`src/rtl/lcd_tg_pkg.sv`:
```
package lcd_tg_pkg;
  localparam int REG_CTRL  = 0;
  localparam int REG_MODE  = 1;
  localparam int REG_HSYNC = 2;
  localparam int REG_VSYNC = 3;
  localparam int REG_HACT  = 4;
  localparam int REG_VACT  = 5;
  localparam int REG_TOTAL = 6;
  localparam int NUM_REGS  = 7;

  localparam int CTRL_ENABLE_BIT  = 3;
  localparam int CTRL_STOP_BIT    = 4;

  localparam int MODE_SERIAL_BIT  = 0;
  localparam int MODE_PCLK_INV    = 1;
  localparam int MODE_HS_INV      = 2;
  localparam int MODE_VS_INV      = 3;
  localparam int MODE_W           = 4;

  typedef enum logic {ST_IDLE, ST_RUN} tg_state_t;

  // control -> datapath strobes
  typedef struct packed {
    logic run;
    logic load;
    logic clear;
  } tg_strb_t;
endpackage

```
`src/rtl/lcd_tg_ctrl.sv`:
```
module lcd_tg_ctrl
  import lcd_tg_pkg::*;
#(
  parameter int FIELD_W  = 16,
  parameter int ADDR_W   = 3,
  parameter int H_ACTIVE = 320,
  parameter int V_ACTIVE = 240,
  parameter int H_SYNC   = 1,
  parameter int V_SYNC   = 1,
  parameter int H_BACK   = 140,
  parameter int H_FRONT  = 273,
  parameter int V_BACK   = 20,
  parameter int V_FRONT  = 1
) (
  input  logic                 clk,
  input  logic                 rstN,
  input  logic                 cfgWe,
  input  logic [ADDR_W-1:0]    cfgAddr,
  input  logic [2*FIELD_W-1:0] cfgData,
  input  logic                 frameEnd,
  output tg_strb_t             strb,
  output logic [MODE_W-1:0]    modeLive,
  output logic [2*FIELD_W-1:0] hsLive,
  output logic [2*FIELD_W-1:0] vsLive,
  output logic [2*FIELD_W-1:0] haLive,
  output logic [2*FIELD_W-1:0] vaLive,
  output logic [2*FIELD_W-1:0] totLive
);
  localparam int DATA_W = 2 * FIELD_W;
  localparam int HA_S   = H_SYNC + H_BACK;
  localparam int VA_S   = V_SYNC + V_BACK;
  localparam int H_TOT  = H_BACK + H_ACTIVE + H_FRONT + H_SYNC;
  localparam int V_TOT  = V_SYNC + V_BACK + V_ACTIVE + V_FRONT;

  function automatic logic [DATA_W-1:0] pack2(input int hi, input int lo);
    return {FIELD_W'(hi), FIELD_W'(lo)};
  endfunction

  function automatic logic [DATA_W-1:0] resetVal(input int idx);
    case (idx)
      REG_HSYNC: return pack2(0, H_SYNC);
      REG_VSYNC: return pack2(0, V_SYNC);
      REG_HACT:  return pack2(HA_S, HA_S + H_ACTIVE);
      REG_VACT:  return pack2(VA_S, VA_S + V_ACTIVE);
      REG_TOTAL: return pack2(H_TOT, V_TOT);
      default:   return '0;
    endcase
  endfunction

  logic [DATA_W-1:0] bank [REG_MODE:NUM_REGS-1];

  for (genvar g = REG_MODE; g < NUM_REGS; g++) begin : gBank
    always_ff @(posedge clk or negedge rstN) begin
      if (!rstN)                                  bank[g] <= resetVal(g);
      else if (cfgWe && cfgAddr == ADDR_W'(g))    bank[g] <= cfgData;
    end
  end

  assign modeLive = bank[REG_MODE][MODE_W-1:0];
  assign hsLive   = bank[REG_HSYNC];
  assign vsLive   = bank[REG_VSYNC];
  assign haLive   = bank[REG_HACT];
  assign vaLive   = bank[REG_VACT];
  assign totLive  = bank[REG_TOTAL];

  logic unusedModeHigh;
  assign unusedModeHigh = ^bank[REG_MODE][DATA_W-1:MODE_W];

  tg_state_t state;
  logic goPend, disPend, ctrlWr, startNow, endNow;

  assign ctrlWr   = cfgWe && cfgAddr == ADDR_W'(REG_CTRL);
  assign startNow = (state == ST_IDLE) && goPend;
  assign endNow   = (state == ST_RUN) && frameEnd;

  always_ff @(posedge clk or negedge rstN) begin
    if (!rstN) begin
      state   <= ST_IDLE;
      goPend  <= 1'b0;
      disPend <= 1'b0;
    end else begin
      if (startNow) begin
        state  <= ST_RUN;
        goPend <= 1'b0;
      end else if (endNow && disPend) begin
        state   <= ST_IDLE;
        disPend <= 1'b0;
      end
      if (ctrlWr) begin
        if (cfgData[CTRL_STOP_BIT]) begin
          goPend <= 1'b0;
          if (state == ST_RUN) disPend <= 1'b1;
        end else if (cfgData[CTRL_ENABLE_BIT]) begin
          disPend <= 1'b0;
          if (state == ST_IDLE && !goPend) goPend <= 1'b1;
        end
      end
    end
  end

  always_comb begin
    strb.run   = (state == ST_RUN);
    strb.load  = startNow || (endNow && !disPend);
    strb.clear = startNow || (endNow && disPend);
  end

  // a pending start is taken on the next edge
  p_start_r6: assert property (@(posedge clk) disable iff (!rstN)
    startNow |=> state == ST_RUN);
  // leaving the running state only happens on the last frame cycle
  p_stop_at_end_r7: assert property (@(posedge clk) disable iff (!rstN)
    (state == ST_RUN && !frameEnd) |=> state == ST_RUN);
  // an enable write leaves no stop pending
  p_cancel_r8: assert property (@(posedge clk) disable iff (!rstN)
    (ctrlWr && !cfgData[CTRL_STOP_BIT] && cfgData[CTRL_ENABLE_BIT]) |=> !disPend);
endmodule

```
`src/rtl/lcd_tg_dp.sv`:
```
module lcd_tg_dp
  import lcd_tg_pkg::*;
#(
  parameter int FIELD_W = 16
) (
  input  logic                 clk,
  input  logic                 rstN,
  input  tg_strb_t             strb,
  input  logic [MODE_W-1:0]    modeLive,
  input  logic [2*FIELD_W-1:0] hsLive,
  input  logic [2*FIELD_W-1:0] vsLive,
  input  logic [2*FIELD_W-1:0] haLive,
  input  logic [2*FIELD_W-1:0] vaLive,
  input  logic [2*FIELD_W-1:0] totLive,
  output logic                 frameEnd,
  output logic                 hsyncO,
  output logic                 vsyncO,
  output logic                 deO,
  output logic                 pixClkO,
  output logic [FIELD_W-1:0]   hCountO,
  output logic [FIELD_W-1:0]   vCountO
);
  localparam int DATA_W = 2 * FIELD_W;
  localparam int EXT_W  = FIELD_W + 2;

  logic [MODE_W-1:0] modeS;
  logic [DATA_W-1:0] hsS, vsS, haS, vaS, totS;

  always_ff @(posedge clk or negedge rstN) begin
    if (!rstN) begin
      modeS <= '0;
      hsS   <= '0;
      vsS   <= '0;
      haS   <= '0;
      vaS   <= '0;
      totS  <= '0;
    end else if (strb.load) begin
      modeS <= modeLive;
      hsS   <= hsLive;
      vsS   <= vsLive;
      haS   <= haLive;
      vaS   <= vaLive;
      totS  <= totLive;
    end
  end

  logic [FIELD_W-1:0] hTot, vTot, hsBeg, hsEnd, vsBeg, vsEnd;
  logic [FIELD_W-1:0] haBeg, haEnd, vaBeg, vaEnd;
  assign {hTot, vTot}   = totS;
  assign {hsBeg, hsEnd} = hsS;
  assign {vsBeg, vsEnd} = vsS;
  assign {haBeg, haEnd} = haS;
  assign {vaBeg, vaEnd} = vaS;

  logic serial;
  assign serial = modeS[MODE_SERIAL_BIT];

  logic [FIELD_W-1:0] hCnt, vCnt;
  logic [1:0]         phase;
  logic               hLast, vLast;

  assign hLast    = (hCnt == hTot - 1'b1);
  assign vLast    = (vCnt == vTot - 1'b1);
  assign frameEnd = strb.run && hLast && vLast;

  always_ff @(posedge clk or negedge rstN) begin
    if (!rstN) begin
      hCnt  <= '0;
      vCnt  <= '0;
      phase <= '0;
    end else if (strb.clear) begin
      hCnt  <= '0;
      vCnt  <= '0;
      phase <= '0;
    end else if (strb.run) begin
      if (hLast) begin
        hCnt  <= '0;
        phase <= '0;
        vCnt  <= vLast ? '0 : vCnt + 1'b1;
      end else begin
        hCnt  <= hCnt + 1'b1;
        phase <= (serial && phase != 2'd2) ? phase + 2'd1 : 2'd0;
      end
    end
  end

  // active window end, stretched by three clocks per pixel in serial mode
  logic [EXT_W-1:0] haSpan, haEndX, hExt;
  assign haSpan = EXT_W'(haEnd) - EXT_W'(haBeg);
  assign haEndX = serial ? EXT_W'(haBeg) + (haSpan << 1) + haSpan : EXT_W'(haEnd);
  assign hExt   = EXT_W'(hCnt);

  logic inHs, inVs, inHa, inVa, pixStrb;
  assign inHs    = (hCnt >= hsBeg) && (hCnt < hsEnd);
  assign inVs    = (vCnt >= vsBeg) && (vCnt < vsEnd);
  assign inHa    = (hCnt >= haBeg) && (hExt < haEndX);
  assign inVa    = (vCnt >= vaBeg) && (vCnt < vaEnd);
  assign pixStrb = strb.run && (!serial || phase == 2'd0);

  assign hsyncO  = (strb.run && inHs) ^ modeS[MODE_HS_INV];
  assign vsyncO  = (strb.run && inVs) ^ modeS[MODE_VS_INV];
  assign deO     = strb.run && inHa && inVa;
  assign pixClkO = pixStrb ^ modeS[MODE_PCLK_INV];
  assign hCountO = hCnt;
  assign vCountO = vCnt;

  // column wraps to zero after the last clock of a line
  p_hwrap_r5: assert property (@(posedge clk) disable iff (!rstN)
    (strb.run && hLast) |=> hCnt == '0);
  // column advances by one otherwise
  p_hstep_r5: assert property (@(posedge clk) disable iff (!rstN)
    (strb.run && !strb.clear && !hLast) |=> hCnt == $past(hCnt) + 1'b1);
  // stopped generator shows no data and zero counters
  p_idle_r1: assert property (@(posedge clk) disable iff (!rstN)
    !strb.run |-> (!deO && hCnt == '0 && vCnt == '0));
  // in serial mode a strobe is never followed by another inside a line
  p_serial_gap_r11: assert property (@(posedge clk) disable iff (!rstN)
    (strb.run && serial && pixStrb && !hLast) |=> !pixStrb);
endmodule

```
`src/rtl/lcd_timing_gen.sv`:
```
module lcd_timing_gen
  import lcd_tg_pkg::*;
#(
  parameter int FIELD_W  = 16,
  parameter int ADDR_W   = 3,
  parameter int H_ACTIVE = 320,
  parameter int V_ACTIVE = 240,
  parameter int H_SYNC   = 1,
  parameter int V_SYNC   = 1,
  parameter int H_BACK   = 140,
  parameter int H_FRONT  = 273,
  parameter int V_BACK   = 20,
  parameter int V_FRONT  = 1
) (
  input  logic                 clk,
  input  logic                 rstN,
  input  logic                 cfgWe,
  input  logic [ADDR_W-1:0]    cfgAddr,
  input  logic [2*FIELD_W-1:0] cfgData,
  output logic                 hsyncO,
  output logic                 vsyncO,
  output logic                 deO,
  output logic                 pixClkO,
  output logic [FIELD_W-1:0]   hCountO,
  output logic [FIELD_W-1:0]   vCountO
);
  localparam int DATA_W = 2 * FIELD_W;

  tg_strb_t          strb;
  logic              frameEnd;
  logic [MODE_W-1:0] modeLive;
  logic [DATA_W-1:0] hsLive, vsLive, haLive, vaLive, totLive;

  lcd_tg_ctrl #(
    .FIELD_W(FIELD_W), .ADDR_W(ADDR_W),
    .H_ACTIVE(H_ACTIVE), .V_ACTIVE(V_ACTIVE),
    .H_SYNC(H_SYNC), .V_SYNC(V_SYNC),
    .H_BACK(H_BACK), .H_FRONT(H_FRONT),
    .V_BACK(V_BACK), .V_FRONT(V_FRONT)
  ) uCtrl (
    .clk(clk), .rstN(rstN),
    .cfgWe(cfgWe), .cfgAddr(cfgAddr), .cfgData(cfgData),
    .frameEnd(frameEnd), .strb(strb),
    .modeLive(modeLive), .hsLive(hsLive), .vsLive(vsLive),
    .haLive(haLive), .vaLive(vaLive), .totLive(totLive)
  );

  lcd_tg_dp #(.FIELD_W(FIELD_W)) uDp (
    .clk(clk), .rstN(rstN), .strb(strb),
    .modeLive(modeLive), .hsLive(hsLive), .vsLive(vsLive),
    .haLive(haLive), .vaLive(vaLive), .totLive(totLive),
    .frameEnd(frameEnd),
    .hsyncO(hsyncO), .vsyncO(vsyncO), .deO(deO), .pixClkO(pixClkO),
    .hCountO(hCountO), .vCountO(vCountO)
  );
endmodule

```
`config.mk`:
```
export PLATFORM = sky130hd
export DESIGN_NAME = lcd_timing_gen
export DESIGN_NICKNAME = d
export VERILOG_FILES = /design/src/rtl/lcd_tg_pkg.sv /design/src/rtl/lcd_tg_ctrl.sv /design/src/rtl/lcd_tg_dp.sv /design/src/rtl/lcd_timing_gen.sv
export SDC_FILE = /design/constraint.sdc
export NUM_CORES = 1
export LEC_CHECK = 0
export ABC_AREA = 1
export ABC_CLOCK_PERIOD_IN_PS = 6450
export BUFFER_PORTS_ARGS = -buffer_cell sky130_fd_sc_hd__buf_2
export CORE_ASPECT_RATIO = 0.75
export CORE_MARGIN = 2
export CORE_UTILIZATION = 45
export CTS_CLUSTER_SIZE = 25
export DETAILED_ROUTE_END_ITERATION = 8
export PLACE_DENSITY_LB_ADDON = 0.15
export SLEW_MARGIN = 10
export SYNTH_ARGS = -nofsm -noshare
export SYNTH_HDL_FRONTEND = slang
export SYNTH_SLANG_ARGS = --single-unit
```
`constraint.sdc`:
```
create_clock -name clk -period 6.45 [get_ports clk]
set_input_delay 0.3225 -clock clk [delete_from_list [all_inputs] [get_ports clk]]
set_output_delay 0.3225 -clock clk [all_outputs]
set_load 0.1 [all_outputs]
```
; After elaboration in Yosys (flattened, before gate mapping)
; Cells that the tools add are included.
[word_totals]
word_cells = 108
latch_bits = 0
inputBits = 38
out_inout_bits = 36
ramBits = 0
mem_count = 0
regBits = 365
rom_bits = 0
[classes]
addsub = 8
n_reduce_logical = 36
n_shift = 0
n_mul = 0
n_lt_le_gt_ge = 8
n_mux = 25
n_eq_ne = 9
div_mod_pow = 0
bitwise_logic = 4
[op_table]
columns = op, count
row1 = two-way mux 16 bit, 7
row2 = >= comparator 16 bit, 4
row3 = less-than comparator 16 bit, 3
row4 = adder 16 x 1 -> 16 bit (second input constant), 2
row5 = equality test 16 bit, 2
row6 = subtractor 16 x 1 -> 16 bit (second input constant), 2
row7 = logical AND 1 bit, 24
row8 = adder 16 x 18 -> 18 bit, 1
row9 = adder 18 bit, 1
row10 = less-than comparator 16 x 18 -> 1 bit, 1
row11 = two-way mux 18 bit, 1
row12 = subtractor 16 x 16 -> 17 bit, 1
row13 = two-way mux 1 bit, 13
row14 = equality test 3 bit (second input constant), 3
row15 = two-way mux 2 bit, 4
row16 = equality test 3 x 2 -> 1 bit (second input constant), 2
row17 = nonzero test 2 bit, 3
row18 = equality test 3 x 1 -> 1 bit (second input constant), 1
row19 = logical NOT 1 bit, 3
row20 = logical NOT 3 bit, 1
row21 = logical OR 1 bit, 3
row22 = bitwise XOR 1 bit, 3
row23 = adder 2 x 1 -> 2 bit (second input constant), 1
row24 = logical NOT 2 bit, 1
row25 = 3 further kinds, 3

; Depth between registers and ports, before layout
[depth]
depth_word = 11
depth_mapped = 27
ltp_nobuf = 27

; Modules after synthesis
; From an unflattened synthesis, not the netlist that was laid out.
[unflattened]
hier_cells = 2501
hier_area_um2 = 20776.2
[modules_own_cells]
columns = module, area_each_um2, cells_each, instances
row1 = lcd_tg_dp, 14637.8, 1904, 1
row2 = lcd_tg_ctrl, 6138.4, 597, 1

; Worst setup path before layout
; OpenSTA, ideal clock, no wires.
[synth_path]
path_kind = register to output
startpoint = register uDp.haS[16]
endpoint = output port deO
stages_incl_launch_ff = 26
required_ps = 6128
slack_ps = 226
arrival_ps = 5901
path_cell_list = dfrtp_1 -> ha_1 -> fa_1 -> o21ai_0 -> a21oi_1 -> nor2_1 -> inv_1 -> a21oi_1 -> nand3_1 -> nand3_1 -> xor2_1 -> fa_1 -> ha_1 -> a21oi_1 -> o21ai_0 -> o21bai_1 -> xor2_1 -> o21ai_0 -> ha_1 -> inv_1 -> nor3_1 -> a211oi_1 -> nand2_1 -> nand3_1 -> nand2_1 -> a21oi_1
[synth_between]
elab_chain_len = 8
[synth_lines]
columns = element, line_no
row1 = from (decl), lcd_tg_dp.sv:27  ; logic [DATA_W-1:0] hsS, vsS, haS, vaS, totS;
row2 = from (signal assigned), lcd_tg_dp.sv:41  ; haS <= haLive;
row3 = subtractor 16 x 16 -> 17 bit, lcd_tg_dp.sv:89  ; assign haSpan = EXT_W'(haEnd) - EXT_W'(haBeg);
row4 = adder 16 x 18 -> 18 bit, lcd_tg_dp.sv:90  ; assign haEndX = serial ? EXT_W'(haBeg) + (haSpan << 1) + haSpan : EXT_W'(haEnd);
row5 = adder 18 bit, lcd_tg_dp.sv:90
row6 = two-way mux 18 bit, lcd_tg_dp.sv:90
row7 = less-than comparator 16 x 18 -> 1 bit, lcd_tg_dp.sv:96  ; assign inHa = (hCnt >= haBeg) && (hExt < haEndX);
row8 = logical AND 1 bit (*), lcd_tg_dp.sv:96
row9 = logical AND 1 bit (*) (2 in series), lcd_tg_dp.sv:102  ; assign deO = strb.run && inHa && inVa;
row10 = to (decl), lcd_timing_gen.sv:22  ; output logic deO,
; Mark *: on every way between the ends. The rest lies on a longest branch, timed or not.

; Final worst setup path
; Same ends and word-level chain as after synthesis.

==> impl_metrics.csv <==
group,metric,value,unit
outcome,run_status,"complete, no violations",
routing,drt_iter0_drc,1371,
setup_path,r2r-start,"uDp.totS[16]$_DFFE_PN0P_",
logic_synthesis,synthTopCellsByCount,"nand2_1, dfrtp_1, inv_1",
cts,cts_made_buffers,39,
logic_synthesis,syn_inst,2495,
routing,wirelength,57650,um
logic_synthesis,synth-edff-count,0,
grt,grtUsageTotal,0.2499,
grt,grt_pass1_wl,92090,um
setup_path,start_kind,"flip-flop",
grt,grt.overflow.total,0,
final_layout,area_growth,11.48,%
worst_hold_path,min_path_cells,3,
setup_path,slowest_stage,"fa_1",
sta,max_slew.worst_pin.slew,1.207,ns
sta,rsz0062_at_grt,"false",
place,gp_congestion,0.9399,
setup_path,cp-startpoint,"uDp.haS[16]$_DFFE_PN0P_",
sta,timing.slew.headroom,0.1953,
cts,cts_root_buf,"clkbuf_16",
setup_path,slowest_delay,0.52,ns
routing,vias_per_cell,5.326,
sta,setup_viol,0,
logic_synthesis,synth_area_leaders,"dfrtp_1, nand2_1, ha_1",
logic_synthesis,synth_top_family_by_area,"simple AND/OR/NAND/NOR gates",
setup_path,arrival,5.62,ns
logic_synthesis,synthXorXnorAreaFrac,0.03200,
sta,final.setup.tns,0,ns
cts,cts_buffer_depth,3,
floorplan,row_count,67,
cts,cts_tree,"done",
logic_synthesis,ys.flop_type,"dfrtp_1",
place,dp_hpwl,40880,um
final_layout,fin_nets,2782,
cts,cts_sinks,365,
setup_path,r2r_end,"uDp.hCountO[10]$_DFFE_PN0P_",
final_layout,post-route-util,0.5102,
cts,post_cts_buffers,0,
floorplan,dieHeight,189.0,um
logic_synthesis,synth_compound_area_frac,0.1328,
setup_path,worst-path-max-fanout,4,
setup_path,criticalPathCategory,"reg2out",
setup_path,cpLargestDelayFamily,"adder cells",
logic_synthesis,ys_async_sr_fraction,1.000,
sta,finalHoldViolations,0,
setup_path,r2r_cells,16,
logic_synthesis,synthAdderAreaFrac,0.1178,
logic_synthesis,synth_top_cell_area_share,0.4108,
final_layout,seq_area,9169,sq um
routing,drc,0,
floorplan,core,44850,sq um
sta,slew_viol_final,0,
logic_synthesis,synth-warning-count,0,
logic_synthesis,syn_area,20530,sq um
setup_path,path_buf_inv,4,
logic_synthesis,syn_nets,2716,
logic_synthesis,yosys.area.top_type,"dfrtp_1",
logic_synthesis,avgSynthCellArea,8.227,sq um
logic_synthesis,synthDistinctLibCells,48,
grt,grt_pass1_vias,16310,
grt,grt_max_degree,227,
sta,timing.fmax,168.3,MHz
floorplan,die_width,250.6,um
setup_path,cp-end-kind,"output pin",
grt,antenna_found_initial,1,
routing,ant_nets,0,
worst_hold_path,hp-start,"cfgData[4]",
worst_hold_path,min_to,"uCtrl.disPend$_DFF_PN0_",
logic_synthesis,yosysMostFrequentCell,"nand2_1",
final_layout,fillers,4252,
logic_synthesis,synth_mux_area_frac,0,
sta,skew,0.02697,ns
routing,first_pass_iters,6,
worst_hold_path,hold_class,"in2reg",
floorplan,boundaryPins,74,
cts,clkSlewWorstSetupHoldPaths,0.06,ns
floorplan,dieArea,47360,sq um
sta,fin_crit_sh,0.9212,
place,port-buffer-count,73,
logic_synthesis,ys_ff_latch,365,
cts,clk_latency,0.54,ns
routing,routed-via-count,16920,
sta,whs,0.1357,ns
final_layout,multi_input_area,9756,sq um
sta,period_needed,5.942,ns
logic_synthesis,ys_seq_area_frac,0.4467,
setup_path,r2r_slack,2.65,ns
routing,wl_per_cell,18.15,um
final_layout,final_layout_size_suffix_gt1_frac,0.08919,
flow_run,max_cap_violations,0,
cts,ctsHtreeMaxLevel,2,
setup_path,cp.required,6.13,ns
floorplan,start_util,0.4577,
logic_synthesis,synth-simple-area-share,0.1901,
-- cell usage in the layout (no fill, tap or decap), types with 8 or more instances in the layout --
cell	netlist	final
dfstp_2	28	28
nor2_1	118	118
clkbuf_1	36	10
o21ai_0	225	221
inv_1	321	321
ha_1	166	165
o21ai_1	160	163
nand3b_1	10	10
nand3_1	106	104
buf_2	12	71
nand2_1	628	624
xnor2_1	14	14
nor3_1	27	27
clkbuf_16	0	41
o211ai_1	9	9
dfrtp_1	337	337
nor2_2	8	8
xor2_1	61	59
fa_1	17	17
buf_4	28	30
a21oi_1	94	93
nand4_1	22	22
-- state kept, by name, summed over array words and instances, names as in the netlist --
register / count
uCtrl.haLive: 32
uCtrl.hsLive: 32
uCtrl.totLive: 32
uCtrl.vaLive: 32
uCtrl.vsLive: 32
uDp.haS: 32
uDp.hsS: 32
uDp.totS: 32
uDp.vaS: 32
uDp.vsS: 32
uDp.hCountO: 16
uDp.vCountO: 16
uCtrl.modeLive: 4
uDp.modeS: 4
uDp.phase: 2
uCtrl.disPend: 1
uCtrl.goPend: 1
uCtrl.state: 1
-- tightest hold or removal path, cell delays in order --
cell and delay (ns):
buf_2 0.14, o211ai_1 0.10, nand2_1 0.05
-- per-layer routing --
metal  vias up  wire (um)  global-route usage
li1       8254          -                   -
met1      8123      29010              0.3857
met2       460      24130              0.3679
met3        84       3350             0.03684
met4         0       1161             0.05781
met5         -          0            0.002041
-- worst max path at each step --
stage	endpoint	slack, ns	depth (start not counted)
2_1_floorplan	deO	0.23	25
4_1_cts	deO	0.14	26
5_1_grt	deO	0.01	27
3_3_place_gp	deO	0.55	26
6_report	deO	0.51	27
3_5_place_dp	deO	0.47	26
-- cell type report --
type / instances / share of cell area
diodes: 1 / 0.0001094
well taps: 586 / 0.03204
flip-flops and latches: 365 / 0.4007
inverters: 326 / 0.05347
clock buffers: 57 / 0.05008
clock inverters: 13 / 0.008584
multi-input cells: 1723 / 0.4263
repair buffers: 106 / 0.02871
-- timing repair --
item / CTS / global route
endpoints found under the setup margin: 1 / 1
hold endpoints to repair: 78 / 0
hold buffers: 1 / 0
resized for setup: 2 / 10
pin swaps: 0 / 1
-- cells by family after synthesis --
logic type               after synthesis
AO/OA/AOI/OAI                        522
AND/OR/NAND/NOR                      943
XOR/XNOR                              75
flip-flops                           365
buffers and inverters                407
adder cells (fa/ha/maj)              183
-- metrics by stage --
stage                     cells  instance area [sq um]  setup slack (ns)
after floorplan            2495                  20530            0.2261
after global placement     3105                  21480            0.5529
after detailed placement   3105                  21480            0.4697
after CTS                  3176                  22840            0.1433
after global routing       3176                  22880          0.009639
final                      3177                  22880            0.5083
Power is not shown: default switching activity piles up to over one toggle a cycle in this logic, so the estimate is an artifact.
